[config.mk]
export PLATFORM = sky130hd
export DESIGN_NAME = spec_guard
export DESIGN_NICKNAME = d
export VERILOG_FILES = /design/src/rtl/spg_pkg.sv /design/src/rtl/spg_slots.sv /design/src/rtl/spg_resolve.sv /design/src/rtl/spg_decode.sv /design/src/rtl/spec_guard.sv
export SDC_FILE = /design/constraint.sdc
export NUM_CORES = 1
export LEC_CHECK = 0
export ABC_AREA = 1
export BUFFER_PORTS_ARGS = -buffer_cell sky130_fd_sc_hd__buf_4
export CAP_MARGIN = 25
export CORE_UTILIZATION = 44
export DETAILED_ROUTE_END_ITERATION = 7
export PLACE_DENSITY = 0.82
export RECOVER_POWER = 100
export SYNTH_ARGS = -nofsm -noshare
export SYNTH_HDL_FRONTEND = slang
export SYNTH_SLANG_ARGS = --single-unit
[constraint.sdc]
create_clock -name clk -period 2.52 [get_ports clk]
set_clock_uncertainty 0.1 [all_clocks]
set_input_delay 0.504 -clock clk [delete_from_list [all_inputs] [get_ports clk]]
set_output_delay 0.504 -clock clk [all_outputs]
set_load 0.005 [all_outputs]
[src/rtl/spg_pkg.sv]
package spg_pkg;
  localparam int SLOTS = 2;
  typedef logic [SLOTS-1:0] slot_mask_t;

  // number of outstanding branches an instruction depends on
  function automatic logic [1:0] spec_depth(slot_mask_t m);
    return 2'($countones(m));
  endfunction

  // one-hot mask for a slot tag
  function automatic slot_mask_t tag_bit(logic t);
    return t ? 2'b10 : 2'b01;
  endfunction

  // lowest free slot; meaningful only when one is free
  function automatic logic first_free(slot_mask_t held);
    return held[0];
  endfunction

  // slots purged by a wrong guess on slot t
  function automatic slot_mask_t purge_set(logic t, logic older, slot_mask_t held);
    return (t == older) ? held : tag_bit(t);
  endfunction
endpackage

[src/rtl/spg_slots.sv]
module spg_slots
  import spg_pkg::*;
(
  input  logic       clk,
  input  logic       rst_n,
  input  logic       alloc_en,
  input  logic       alloc_tag,
  input  slot_mask_t kill_now,
  input  slot_mask_t clear_now,
  output slot_mask_t held_q,
  output logic       older_q
);
  slot_mask_t held_d;
  logic       older_d;

  always_comb begin
    held_d = held_q & ~kill_now & ~clear_now;
    if (alloc_en) held_d = held_d | tag_bit(alloc_tag);
    // with both held the survivor keeps its age; otherwise the lone slot is older
    older_d = (&held_d) ? older_q : held_d[1];
  end

  always_ff @(posedge clk) begin
    if (!rst_n) begin
      held_q  <= '0;
      older_q <= 1'b0;
    end else begin
      held_q  <= held_d;
      older_q <= older_d;
    end
  end

  a_r2_alloc_to_free_slot: assert property (@(posedge clk) disable iff (!rst_n)
    alloc_en |-> !held_q[alloc_tag]);
endmodule

[src/rtl/spg_resolve.sv]
module spg_resolve
  import spg_pkg::*;
(
  input  logic       res_valid,
  input  logic       res_tag,
  input  logic       res_mispredict,
  input  slot_mask_t held,
  input  logic       older,
  output logic       bad_now,
  output logic       good_now,
  output slot_mask_t kill_now,
  output slot_mask_t clear_now,
  output logic       release_now
);
  logic hit;

  always_comb begin
    hit         = res_valid && held[res_tag];
    bad_now     = hit && res_mispredict;
    good_now    = hit && !res_mispredict;
    kill_now    = bad_now  ? purge_set(res_tag, older, held) : '0;
    clear_now   = good_now ? tag_bit(res_tag) : '0;
    release_now = good_now && (res_tag == older) && (&held);
  end
endmodule

[src/rtl/spg_decode.sv]
module spg_decode
  import spg_pkg::*;
(
  input  logic       dec_valid,
  input  logic       dec_is_branch,
  input  slot_mask_t held,
  input  slot_mask_t clear_now,
  input  logic       bad_now,
  input  logic       flushing,
  output logic       accept,
  output logic       stall,
  output slot_mask_t mask,
  output logic       exec_ok,
  output logic       retire_ok,
  output logic       br_tag,
  output logic       alloc_en
);
  logic full;
  logic purge_block;

  always_comb begin
    full        = &held;
    purge_block = bad_now || flushing;
    stall       = dec_valid && dec_is_branch && full;
    accept      = dec_valid && !purge_block && !stall;
    mask        = held & ~clear_now;
    exec_ok     = spec_depth(mask) <= 2'd1;
    retire_ok   = spec_depth(mask) == 2'd0;
    br_tag      = first_free(held);
    alloc_en    = accept && dec_is_branch;
  end
endmodule

[src/rtl/spec_guard.sv]
module spec_guard
  import spg_pkg::*;
#(
  parameter int ADDR_W = 32
) (
  input  logic              clk,
  input  logic              rst_n,
  input  logic              dec_valid,
  input  logic              dec_is_branch,
  input  logic              res_valid,
  input  logic              res_tag,
  input  logic              res_mispredict,
  input  logic [ADDR_W-1:0] res_target,
  output logic              dec_accept,
  output logic              dec_exec_ok,
  output logic              dec_retire_ok,
  output logic [1:0]        dec_spec_mask,
  output logic              dec_br_tag,
  output logic              fetch_stall,
  output logic              flush_pulse,
  output logic [1:0]        flush_kill,
  output logic              redirect_valid,
  output logic [ADDR_W-1:0] redirect_addr,
  output logic [1:0]        slot_clear,
  output logic              release_pulse
);
  slot_mask_t held_q, kill_now, clear_now, mask_w;
  logic older_q, bad_now, good_now, release_now, alloc_en, alloc_tag;

  spg_resolve u_res (
    .res_valid(res_valid), .res_tag(res_tag), .res_mispredict(res_mispredict),
    .held(held_q), .older(older_q), .bad_now(bad_now), .good_now(good_now),
    .kill_now(kill_now), .clear_now(clear_now), .release_now(release_now)
  );

  spg_decode u_dec (
    .dec_valid(dec_valid), .dec_is_branch(dec_is_branch), .held(held_q),
    .clear_now(clear_now), .bad_now(bad_now), .flushing(flush_pulse),
    .accept(dec_accept), .stall(fetch_stall), .mask(mask_w),
    .exec_ok(dec_exec_ok), .retire_ok(dec_retire_ok), .br_tag(alloc_tag),
    .alloc_en(alloc_en)
  );

  spg_slots u_slots (
    .clk(clk), .rst_n(rst_n), .alloc_en(alloc_en), .alloc_tag(alloc_tag),
    .kill_now(kill_now), .clear_now(clear_now), .held_q(held_q), .older_q(older_q)
  );

  assign dec_spec_mask = mask_w;
  assign dec_br_tag    = alloc_tag;

  always_ff @(posedge clk) begin
    if (!rst_n) begin
      flush_pulse    <= 1'b0;
      flush_kill     <= '0;
      redirect_valid <= 1'b0;
      redirect_addr  <= '0;
      slot_clear     <= '0;
      release_pulse  <= 1'b0;
    end else begin
      flush_pulse    <= bad_now;
      flush_kill     <= kill_now;
      redirect_valid <= bad_now;
      redirect_addr  <= bad_now ? res_target : '0;
      slot_clear     <= clear_now;
      release_pulse  <= release_now;
    end
  end

  // a slot named by a clear or kill pulse is no longer held
  a_r6_cleared_slot_free: assert property (@(posedge clk) disable iff (!rst_n)
    (slot_clear & held_q) == 2'b00);
  a_r8_killed_slot_free: assert property (@(posedge clk) disable iff (!rst_n)
    (flush_kill & held_q) == 2'b00);
  a_r8_kill_with_flush: assert property (@(posedge clk) disable iff (!rst_n)
    flush_pulse |-> (flush_kill != 2'b00) && redirect_valid);
  a_r7_release_after_full: assert property (@(posedge clk) disable iff (!rst_n)
    release_pulse |-> $past(&held_q));
  a_r10_ghost_resolve_quiet: assert property (@(posedge clk) disable iff (!rst_n)
    (res_valid && !held_q[res_tag]) |=> !flush_pulse && (slot_clear == 2'b00));
endmodule

; Word level (Yosys, flattened, before mapping)
; Cells that the tools add are included.
[classes]
n_addsub = 1
magnitude_cmp = 2
n_eq_ne = 1
mux = 8
bitwise_logic = 6
reduce_logical = 18
[op_table]
columns = operator, count
row1 = 2-to-1 mux 2 bit, 6
row2 = logical AND 1 bit, 10
row3 = AND 2 bit, 3
row4 = AND reduction 2 bit, 3
row5 = inverter 2 bit, 2
row6 = logical NOT 1 bit, 3
row7 = adder 1 x 1 -> 2 bit, 1
row8 = "<= comparator 2 x 1 -> 1 bit, second input constant", 1
row9 = logical NOT 2 bit, 1
row10 = "< comparator 1 x 2 -> 1 bit, second input constant", 1
row11 = 2-to-1 mux 1 bit, 2
row12 = OR 2 bit, 1
row13 = == test 1 bit, 1
row14 = logical OR 1 bit, 1
[totals]
ff_bits = 41
output_inout_bits = 46

; Depth between registers and ports, before layout
; Gate-level depths: netlist of run 1.
[logic_depth]
depth_word = 11
depth_mapped = 9

; Cells and area by module
; From an unflattened synthesis of run 1, not the netlist that was laid out.
[hier_totals]
hier_cells = 177
area_unflattened_um2 = 1478.9
[by_module_without_submodules]
columns = module, instances, cells_per_inst, area_per_inst_um2
row1 = spec_guard, 1, 118, 1162.4
row2 = spg_slots, 1, 17, 122.6
row3 = spg_resolve, 1, 25, 120.1
row4 = spg_decode, 1, 17, 73.8

; Worst setup path after synthesis of run 1
; No wires, ideal clock.
[synth_timing]
path_type = input-to-output
from = input port res_tag
to = output port dec_exec_ok
arrival_ns = 1.027
t_required_ns = 1.916
path_slack_ns = 0.889
path_stages = 3
path_buffers = 1
path_cell_list = buf_6 > a31oi_1 > nand2_1
[synth_between]
elab_chain_cells = 9
elab_cells_between_ends = 10
cone_classes = add/sub (1) / order compare (1) / mux (4) / bitwise (2) / reduce/logical (2)
[synth_lines]
columns = element, line_no
row1 = from (decl), spec_guard.sv:11  ; input logic res_tag,
row2 = 2-to-1 mux 1 bit (implied by the code) (2 in series), spg_resolve.sv:18  ; hit = res_valid && held[res_tag];
row3 = logical AND 1 bit, spg_resolve.sv:18
row4 = logical AND 1 bit, spg_resolve.sv:20  ; good_now = hit && !res_mispredict;
row5 = 2-to-1 mux 2 bit *, spg_resolve.sv:22  ; clear_now = good_now ? tag_bit(res_tag) : '0;
row6 = inverter 2 bit *, spg_decode.sv:26  ; mask = held & ~clear_now;
row7 = AND 2 bit *, spg_decode.sv:26
row8 = via dec_spec_mask[1], spec_guard.sv:17  ; output logic [1:0] dec_spec_mask,
row9 = adder 1 x 1 -> 2 bit (implied by the code) *, spg_pkg.sv:7  ; return 2'($countones(m));
row10 = <= comparator 2 x 1 -> 1 bit *, spg_decode.sv:27  ; exec_ok = spec_depth(mask) <= 2'd1;
row11 = to (decl), spec_guard.sv:15  ; output logic dec_exec_ok,
; Mark *: on every way through the listed nets, which the timed path passes. The rest lies on a longest branch. The select of a mux whose other input is x is not followed.

; Worst setup path in the final report of run 1
[layout_timing]
from = register u_slots.held_q[0]
to = output port dec_exec_ok
[layout_between]
elab_chain_cells = 9
[layout_lines]
columns = element, line_no
row1 = from (decl), spg_slots.sv:10  ; output slot_mask_t held_q,
row2 = from (signal assigned), spg_slots.sv:28  ; held_q <= held_d;
row3 = 2-to-1 mux 1 bit (implied by the code) (2 in series), spg_resolve.sv:18
row4 = logical AND 1 bit, spg_resolve.sv:18
row5 = logical AND 1 bit, spg_resolve.sv:20
row6 = 2-to-1 mux 2 bit, spg_resolve.sv:22
row7 = inverter 2 bit, spg_decode.sv:26
row8 = AND 2 bit *, spg_decode.sv:26
row9 = adder 1 x 1 -> 2 bit (implied by the code) *, spg_pkg.sv:7
row10 = <= comparator 2 x 1 -> 1 bit *, spg_decode.sv:27
; Every way passes the cells marked *; elsewhere a longest branch is shown, timed or not. The select of a mux whose other input is x is not followed.

==> reports/qor.yml, run 1 <==
worst_setup_path:
  ff2ff_setup_slack_ns: 0.75
  r2r-end: "redirect_addr[16]"
  reg2regPathDepth: 6
  max_stage_delay_ns: 0.49
  path_cells: "inv_1, a31oi_1, nand2_1, clkbuf_4"
  end_kind: "output pin"
  reg2reg_from: "u_slots.held_q[0]"
  crit_required_ns: 1.92
  start_kind: "register"
  cp_slowest_cell: "dfxtp_1"
  critPathTopFamily: "flip-flops"
  critPathBufInv: 2
  critPathKind: "reg -> out"
  crit_arrival_ns: 1.47
  critPathMaxFanout: 8
synth:
  synth_top_area_share: 0.6085
  seq_area_frac_synth: 0.6085
  synth.area.mux_share: 0
  synth_top_family_by_area: "simple AND/OR/NAND/NOR gates"
  avgSynthCellArea_um2: 8.275
  yosysWarnings: 0
  synthAdderAreaFrac: 0
  post_synth_xor_area_fraction: 0
  synth_cell_types: 15
  syn-cell-area_um2: 1349
  synth_fp_nets: 202
  synth_seq_cells: 41
  netlist_top_cells_area: "dfxtp_1 61%, nor2_1 12%, inv_1 11%, nand2_1 4.7%, buf_6 3.3%"
  synth-compound-area-share: 0.02041
  yosys.area.top_type: "dfxtp_1"
  netlist_instances: 163
  synthSimpleGateAreaFrac: 0.2124
floorplanning:
  core_um2: 2829
  die_w_um: 57.37
  initial_core_util: 0.4768
  rows: 19
  dieHeight_um: 57.37
  die-area_um2: 3291
  io_pins: 85
power:
  p_leak_nw: 1.137
  irDropWorstVdd_v: 0.0004233
  pwr_density_cell_nw_per_um2: 582.0
sta:
  hold_violations: 0
  setup_violations: 0
  grt_setup_unrepaired: "no"
  finalMaxSlewViolations: 0
  relSlewSlack: 0.3798
  fin_crit_sh: 0.8246
  max_slew.worst_pin.slew_ns: 0.9292
  fmax_mhz: 481.3
  final.min_clock_period_ns: 2.078
  fin_ws_ns: 0.4421
  timing.setup.tns_ns: 0
grt:
  grt_pass1_vias: 1080
  track_usage: 0.1837
  grt_max_degree: 33
  grt_pass1_wl_mm: 4.574
  grt_antenna_before_repair: 0
  grt.overflow.total: 0
finish:
  layout_commonest_cell: "clkbuf_4"
  insertedDiodeCount: 0
  final_nets: 288
  drive_above_1_share: 0.3720
  final_cell_mix: "50 x clkbuf_4, 42 x inv_1, 42 x nor2_1"
  fillerInstances: 236
  syn_to_final_growth_pct: 51.39
cts:
  cts_max_path_buffers: 2
  post_cts_resized: 0
  clkSlewWorstSetupHoldPaths_ns: 0.11
  numCtsBuffers: 5
  cts_tree: "done"
  clock_sinks: 41
  postCtsHoldBufs: 0
  cts_setup_buffers: 0
  clkLatencyLatePin_ns: 0.33
  cts_root_buf: "clkbuf_4"
  htree_levels: 2
route:
  vias: 1214
  drt_iter0_drc: 35
  wl_per_cell_um: 9.851
  wl_mm: 2.768
  drc_errors: 7
  dr.pass1.iters: 6
  ant_nets: 0
  via_per_inst: 4.320
flow_run:
  cap_violations: 0
worst_hold_path:
  hold_path_class: "in -> reg"
  min_from: "res_target[5]"
  hold_depth: 3
  worst_hold_path.endpoint: "redirect_addr[5]"
placement:
  numPortBuffers: 84
  hpwl_mm: 2.165
  place_ws_ns: 0.6786
  gp_congestion: 0.8888
outcome:
  failed_checks: "design-rule violations"
  run_status: "finished with violations"
## cells in the mapped netlist (all sizes together)
| cell type | number |
|---|---|
| a21oi | 3 |
| a31oi | 2 |
| buf | 5 |
| dfxtp | 41 |
| inv | 43 |
| nand2 | 17 |
| nand3 | 5 |
| nand4 | 2 |
| nor2 | 44 |
| nor3 | 1 |
## worst min-delay path: stages
cell    delay [ns]
buf_4         0.08
inv_1         0.03
nor2_1        0.08
## metal layers
layer  routed length (um)  vias up  track usage
li1                     -      632            -
met1                 1114      516       0.2048
met2                 1368       60       0.3173
met3                  238        6      0.06576
met4                   46        0      0.07317
met5                    0        -            0
## worst max-delay path by stage
stage,slack (ns),to,depth (start not counted),startpoint
final,0.44,dec_exec_ok,4,u_slots.held_q[0]
after global routing,0.25,dec_exec_ok,4,u_slots.held_q[0]
after CTS,0.39,dec_exec_ok,4,u_slots.held_q[0]
after detailed placement,0.68,dec_exec_ok,5,res_mispredict
after global placement,0.72,dec_exec_ok,5,res_mispredict
after floorplan,0.89,dec_exec_ok,3,res_tag
## logic make-up (layout without fill, tap and decap cells)
kind of cell,after synthesis,count (layout)
DFF,41,41
buffers and inverters,48,135
and+or+nand+nor,69,69
AOI/OAI and AO/OA,5,5
## per-stage QoR
step | cell area (um2) | hold WS [ns] | power (mW) | instances | utilization
global route | 2042 | 0.2387 | 1.241 | 281 | 0.7218
detailed placement | 1966 | 0.3849 | 0.7749 | 273 | 0.6948
global placement | 1966 | 0.3542 | 0.7729 | 273 | 0.6948
CTS | 2051 | 0.2604 | 1.203 | 281 | 0.7249
finish | 2042 | 0.2733 | 1.188 | 281 | 0.7218
floorplan | 1349 | 0.3367 | 0.7097 | 163 | -
## sequential cells by signal, summed over array words and instances (netlist names)
| register | cells |
|---|---|
| u_slots.held_q | 2 |
| redirect_addr | 32 |
| redirect_valid | 1 |
| flush_kill | 2 |
| u_slots.older_q | 1 |
| slot_clear | 2 |
| release_pulse | 1 |
## power by group
group	switching, mW	internal [mW]	leakage, nW
sequential	0.00453	0.654	0.331
combinational	0.0402	0.0593	0.761
clock	0.193	0.237	0.0455
## final cells by class
class	instances	area [um2]	share of cell area
clock buffers	7	55.05	0.02696
clock inverters	1	30.03	0.01471
inverters	43	161.4	0.07904
multi-input cells	74	309.0	0.1513
flip-flops and latches	41	820.8	0.4020
well taps	31	38.79	0.01900
repair buffers	84	626.9	0.3070
Power figures use the tool's default switching activity.
==> inputs of run 2 (changes only) <==
CORE_UTILIZATION = 41   (was 44)
PLACE_DENSITY = 0.77   (was 0.82)
clock period = 1.94 ns   (was 2.52 ns; I/O delays follow)
==> reports/qor.yml, run 2 (synthesized netlist as in run 1, its figures left out) <==
floorplanning:
  die-area_um2: 3523
  die_w_um: 59.36
  core_um2: 3078
  dieHeight_um: 59.36
  rows: 20
  initial_core_util: 0.4382
  io_pins: 85
sta:
  timing.setup.tns_ns: 0
  fmax_mhz: 559.8
  finalMaxSlewViolations: 0
  final.min_clock_period_ns: 1.786
  relSlewSlack: 0.3912
  max_slew.worst_pin.slew_ns: 0.9122
  fin_crit_sh: 0.9208
  holdWs_ns: 0.1610
  hold_violations: 0
  grt_setup_unrepaired: "no"
  setup_violations: 0
  fin_ws_ns: 0.1537
cts:
  cts_tree: "done"
  postCtsHoldBufs: 0
  numCtsBuffers: 5
  cts_root_buf: "clkbuf_4"
  clock_sinks: 41
  clkSlewWorstSetupHoldPaths_ns: 0.11
  cts_max_path_buffers: 2
  clkLatencyLatePin_ns: 0.33
  htree_levels: 2
worst_setup_path:
  end_kind: "output pin"
  critPathKind: "reg -> out"
  crit_arrival_ns: 1.30
  crit_required_ns: 1.45
  start_kind: "register"
  critPathMaxFanout: 4
  r2r-end: "redirect_addr[26]"
  ff2ff_setup_slack_ns: 0.31
  reg2regPathDepth: 6
  reg2reg_from: "u_slots.held_q[0]"
worst_hold_path:
  worst_hold_path.endpoint: "redirect_addr[1]"
  hold_depth: 3
  min_from: "res_target[1]"
  hold_path_class: "in -> reg"
power:
  p_leak_nw: 1.133
  pwr_density_cell_nw_per_um2: 749.8
  irDropWorstVdd_v: 0.0004568
finish:
  design_area_um2: 2059
  multi_input_area_um2: 316.6
  regMostFlops: "redirect_addr"
  drive_above_1_share: 0.3720
  layout_commonest_cell: "clkbuf_4"
  insertedDiodeCount: 0
  largest_reg_flops: 32
  syn_to_final_growth_pct: 52.69
  utilization: 0.6691
  final_nets: 288
  final_cell_mix: "45 x clkbuf_4, 44 x nor2_1, 42 x inv_1"
  fillerInstances: 290
  seqCellArea_um2: 822.0
placement:
  place_ws_ns: 0.3586
  gp_congestion: 0.8748
  hpwl_mm: 2.055
  numPortBuffers: 84
  dpl-instance-area_um2: 1982
route:
  wl_per_cell_um: 9.180
  wl_mm: 2.699
  dr.pass1.iters: 4
  via_per_inst: 4.102
  vias: 1206
  ant_nets: 0
  drt_iter0_drc: 33
  drc_errors: 0
grt:
  grt_antenna_before_repair: 0
  grt_pass1_wl_mm: 4.229
  grt_max_degree: 33
  grt_pass1_vias: 1033
  track_usage: 0.1650
  grt.overflow.total: 0
outcome:
  run_status: "completed"
flow_run:
  cap_violations: 0
## run 2: cell type report
class,count,area share
Clock inverter,1,0.01458
Multi-Input combinational cell,74,0.1537
Tap cell,44,0.02673
Clock buffer,7,0.02673
Sequential cell,41,0.3991
Timing Repair Buffer,84,0.3007
Inverter,43,0.07837
## run 2: where the power goes
group	leakage (nW)	internal, mW	switching [mW]
clock network	0.0455	0.308	0.250
logic	0.756	0.0779	0.0527
registers	0.331	0.850	0.00553
total	1.13	1.24	0.308
## run 2: routing by layer
metal,share of wire,global-route usage
met1,0.39,0.1762
met2,0.50,0.2681
met3,0.097,0.07642
met4,0.014,0.09184
met5,0,0
## run 2: worst max-delay path by stage
stage,from,end,depth (start not counted)
6_report,u_slots.held_q[1],dec_exec_ok,4
5_1_grt,u_slots.held_q[1],dec_accept,6
4_1_cts,u_slots.held_q[0],dec_exec_ok,4
3_5_place_dp,res_mispredict,dec_exec_ok,5
3_3_place_gp,res_mispredict,dec_exec_ok,5
2_1_floorplan,res_tag,dec_exec_ok,3
## run 2: critical path, cell delays in order, from the launching register on
cell and delay (ns):
dfxtp_1 0.41, inv_1 0.11, a31oi_2 0.23, nand2_1 0.08, clkbuf_4 0.14
## run 2: what timing repair did
| item | CTS | global route |
|---|---|---|
| gates resized for setup | 0 | 3 |
| buffers inserted | 0 | 0 |
| endpoints found under the hold margin | 0 | 0 |
| setup endpoints to repair | 0 | 4 |
## run 2: metrics by stage
step                power, mW  cells
global placement        1.004    286
detailed placement      1.005    286
floorplan              0.9219    163
finish                  1.544    294
CTS                     1.558    294
global route            1.615    294
